===== src/rtl/johnson_decade.sv =====
module johnson_decade #(
  parameter int SYNC_STAGES = 2,
  localparam int STAGES = 5,
  localparam int OUTS = 2 * STAGES
) (
  input  logic            clk,
  input  logic            rst,
  input  logic            cnt_clk,
  input  logic            cnt_en_n,
  output logic [OUTS-1:0] q,
  output logic            carry
);

  logic [SYNC_STAGES-1:0] rst_sr, clk_sr, en_sr;
  logic clk_d, en_d, rst_i, adv, legal;
  logic [STAGES-1:0] st, nxt;
  logic [STAGES-2:0] flips;

  always_ff @(posedge clk or posedge rst)
    if (rst) rst_sr <= '1;
    else     rst_sr <= {rst_sr[SYNC_STAGES-2:0], 1'b0};

  assign rst_i = rst_sr[SYNC_STAGES-1];

  always_ff @(posedge clk) begin
    clk_sr <= {clk_sr[SYNC_STAGES-2:0], cnt_clk};
    en_sr  <= {en_sr[SYNC_STAGES-2:0], cnt_en_n};
    clk_d  <= clk_sr[SYNC_STAGES-1];
    en_d   <= en_sr[SYNC_STAGES-1];
  end

  assign adv = (clk_sr[SYNC_STAGES-1] & ~clk_d & ~en_sr[SYNC_STAGES-1])
             | (en_d & ~en_sr[SYNC_STAGES-1] & clk_sr[SYNC_STAGES-1]);

  assign flips = st[STAGES-1:1] ^ st[STAGES-2:0];
  assign legal = (flips & (flips - 1'b1)) == '0;
  assign nxt   = legal ? {st[STAGES-2:0], ~st[STAGES-1]} : '0;

  always_ff @(posedge clk or posedge rst_i)
    if (rst_i)    st <= '0;
    else if (adv) st <= nxt;

  for (genvar k = 0; k < STAGES; k++) begin : g_dec
    if (k == 0) begin : g_end
      assign q[0]      = ~st[STAGES-1] & ~st[0];
      assign q[STAGES] =  st[STAGES-1] &  st[0];
    end else begin : g_mid
      assign q[k]          =  st[k-1] & ~st[k];
      assign q[k+STAGES]   = ~st[k-1] &  st[k];
    end
  end

  assign carry = ~st[STAGES-1];

endmodule



===== config.mk =====
export PLATFORM = sky130hd
export DESIGN_NAME = johnson_decade
export DESIGN_NICKNAME = d
export VERILOG_FILES = /design/src/rtl/johnson_decade.sv
export SDC_FILE = /design/constraint.sdc
export NUM_CORES = 1
export LEC_CHECK = 0
export ABC_AREA = 1
export BUFFER_PORTS_ARGS = -buffer_cell sky130_fd_sc_hd__buf_2
export CAP_MARGIN = 25
export CORE_UTILIZATION = 30
export DETAILED_ROUTE_END_ITERATION = 12
export GPL_ROUTABILITY_DRIVEN = 1
export GPL_TIMING_DRIVEN = 0
export PLACE_DENSITY = 0.54
export SYNTH_ARGS = -nofsm -noshare
export SYNTH_HDL_FRONTEND = slang
export SYNTH_SLANG_ARGS = --single-unit

===== constraint.sdc =====
create_clock -name clk -period 1.2 [get_ports clk]
set_clock_uncertainty 0.15 [all_clocks]
set_input_delay 0.06 -clock clk [delete_from_list [all_inputs] [get_ports clk]]
set_output_delay 0.06 -clock clk [all_outputs]
set_load 0.02 [all_outputs]

==> metrics.md <==
| Metric | Value |
|---|---|
| Status | finished, violations left |
| Failing checks | hold timing, setup timing |
| Final min period | 1.41 ns |
| Core Region | 0.00194 mm^2 |
| Peak VDD IR | between 0.001 and 0.0015 V |
| H-tree depth | 1 |
| Arrival time worst endpoint | 1.20 ns |
| Detailed-router iteration count before antenna repair | 2 |
| HP Class | reg -> async |
| Seq pwr share | 0.266 |
| Later-pin clock latency in the skew report | 0.27 ns |
| Switching Share | 0.416 |
| Max Cap Viol | 0 |
| Final Hold Viols | 5 |
| Drt drc | 0 |
| Die Wd | ~47 um |
| Final Util | 0.514 |
| Avg Cell Area, Syn | around 8.8 um^2 |
| Synth area leader | dfrtp_1 |
| Cts bufs inserted | 3 |
| TritonCTS clock tree | done |
| Ys Warns | 0 |
| Syn Inst Count | 70 |
| Worst setup margin | -0.208 ns |
| WP buf/inv | 2 |
| NetSw | between 1000 and 1500 uW |
| Post-Syn Nets | 82 |
| Final Cycle Share | 1.17 |
| Commonest non-fill, non-tap cell in the layout | nand2_1 |
| Detailed Route WL | between 1 and 1.5 mm |
| Synth cell types | 12 |
| Most frequent cells in the layout | nand2_1 (21), buf_6 (13), inv_1 (8), buf_4 (8) |
| Share of cells above drive strength 1 | 0.574 |
| Worst path max stage delay | 0.45 ns |
| CP top delay family | flip-flops |
| RSZ-0062 raised after global routing | true |
| Post-Layout Cell Count | about 130 |
| All-Layer GR Usage | 0.123 |
| Clock Pin Slew Worst Setup and Hold Paths | ~0.08 ns |
| Critical Path End Type | primary output |
| Die height | around 47 um |
| Clk network pwr share | 0.100 |
| Post-synth top area share | 0.204 |
| Yosys reg bits | 13 |
| Via density | between 3 and 4 |
| Synthesis-to-layout area growth | 62.5% |
| Gpl congestion | 0.665 |
| Vias | around 500 |
| Initial DRC count | 2 |
| N_diodes | 0 |
| Max clock buf depth | 2 |
| Startpoint types | register |
| CP max-delay cell | dfrtp_2 |
| Final Slew Violations | 0 |
| Crit path max fanout | 3 |
| Top Ports | 15 |
| DP HPWL | about 800 um |
| Power, Total | between 2000 and 3000 uW |
| Placed cell count | ~110 |
| Sequential fraction of the synthesis area | 0.485 |
| CP Data Required Time | 0.99 ns |
| Vias in the first global route | about 430 |
| Pwr dens | around 2600 mW/mm^2 |
| Die ar. | between 0.002 and 0.0025 mm^2 |
| Critical path class | reg -> out |
| Largest net degree at the start of global routing | 11 |
| Combinational cell fraction of total power | 0.634 |
| Synthesized cell area | slightly above 600 um^2 |
| DRT antenna net count | 0 |
| IO buf count | 14 |
| Clk sinks | 13 |
| Setup-failing EPs final | 15 |
| Root buffer cell | clkbuf_4 |
| Synth top area cells | dfrtp_1 (20%), dfxtp_1 (20%), ha_1 (16%) |
| Total gr overflow | 0 |
| Total leakage power | roughly 0.00052 uW |
| Row cnt | 16 |
| WL/cell | 9.03 um |
| First-pass GRT wire length | between 1.5 and 2 mm |
| Achievable frequency | approximately 700 MHz |
| Initial antenna violation count | 0 |
| Cell-by-cell trace of the critical path | buf_4 -> ha_1 -> buf_6 |
| WHS | -0.00238 ns |
| Initial Utilization | 0.316 |
| Internal power | 1510 uW |
| NumNets Final | ~110 |
metrics by stage:
step                      cell area, um^2  TNS (ns)  hold WS (ns)  setup slack, ns
after floorplan                       664    -0.428        -0.179          -0.0894
after global placement                768    -0.985       -0.0663           -0.201
after detailed placement              768     -1.06       -0.0607           -0.225
after CTS                             950     -1.83       0.00952           -0.186
after global routing                  998     -2.49        0.0307           -0.260
final                                 998     -1.74      -0.00238           -0.208
cell families (layout without fill, tap and decap cells):
group                    after synthesis  count (layout)  share of synthesized area
AND/OR/NAND/NOR                       32              32                      0.248
buffers and inverters                 16              47                     0.0978
flip-flops                            13              13                      0.485
adder cells (fa/ha/maj)                8               8                      0.163
other                                  1               1                    0.00610
metal layers:
metal | global-route usage | part of all wire | up-vias | routed length (um)
met5 | 0 | 0 | - | 0
met4 | 0.0686 | 0 | 0 | 0
met3 | 0.0269 | 0.022 | 0 | 25
met2 | 0.195 | 0.56 | 8 | 644
met1 | 0.155 | 0.42 | 235 | 486
li1 | - | - | 262 | -
synth_stat cells:
cell	number
nand2_1	22
inv_1	16
ha_1	8
dfxtp_1	6
dfrtp_1	5
nor2_2	5
dfstp_2	2
nand2_2	2
conb_1	1
nand2_4	1
nor2_1	1
nor2_4	1
area by class of cell:
class / count / area (um^2)
Clock buffer: 3 / 22.5
Clock inverter: 1 / 5.00
Fill cell: 188 / 943
Inverter: 16 / 65.1
Multi-Input combinational cell: 41 / 317
Sequential cell: 13 / 304
Tap cell: 27 / 33.8
Timing Repair Buffer: 27 / 251
power groups by stage:
stage,Clock (uW),Sequential (uW),Combinational (uW)
after global routing,298,701,1810
after global placement,0,677,1070
after detailed placement,0,684,1110
after floorplan,0,644,928
final,260,689,1640
after CTS,268,694,1520
registers in the layout, summed over array words and instances (netlist names):
signal,cells
st,5
rst_sr,2
en_d,1
clk_sr,2
clk_d,1
en_sr,2
repair_timing:
action	CTS	global route
setup buffers	6	4
hold buffers	3	0
setup endpoints to repair	16	16
gates cloned	0	0
endpoints found under the hold margin	4	0
pin swaps	3	7
gates resized for setup	30	6
worst register-to-register path, stage by stage (launching register included):
cell and delay, ns:
dfrtp_2 0.46, inv_2 0.10, ha_4 0.20, nand2_1 0.05, inv_1 0.03, nand2_1 0.06
nand2_2 0.09, nand2_1 0.09, nand2_1 0.05
worst paths after layout:
check	start	end	cells after the start	slack (ns)
worst min register to register	rst_sr[1]	st[1]	1	-0.002
worst min-delay path	rst_sr[1]	st[1]	1	-0.002
worst max-delay path	st[2]	q[3]	3	-0.21
max in group asynchronous	rst	rst_sr[0]	3	0.68
worst max register to register	st[3]	st[4]	8	-0.19
min in group clk	clk_sr[0]	clk_sr[1]	0	0.18
No activity file was read; power rests on OpenSTA's default activity.
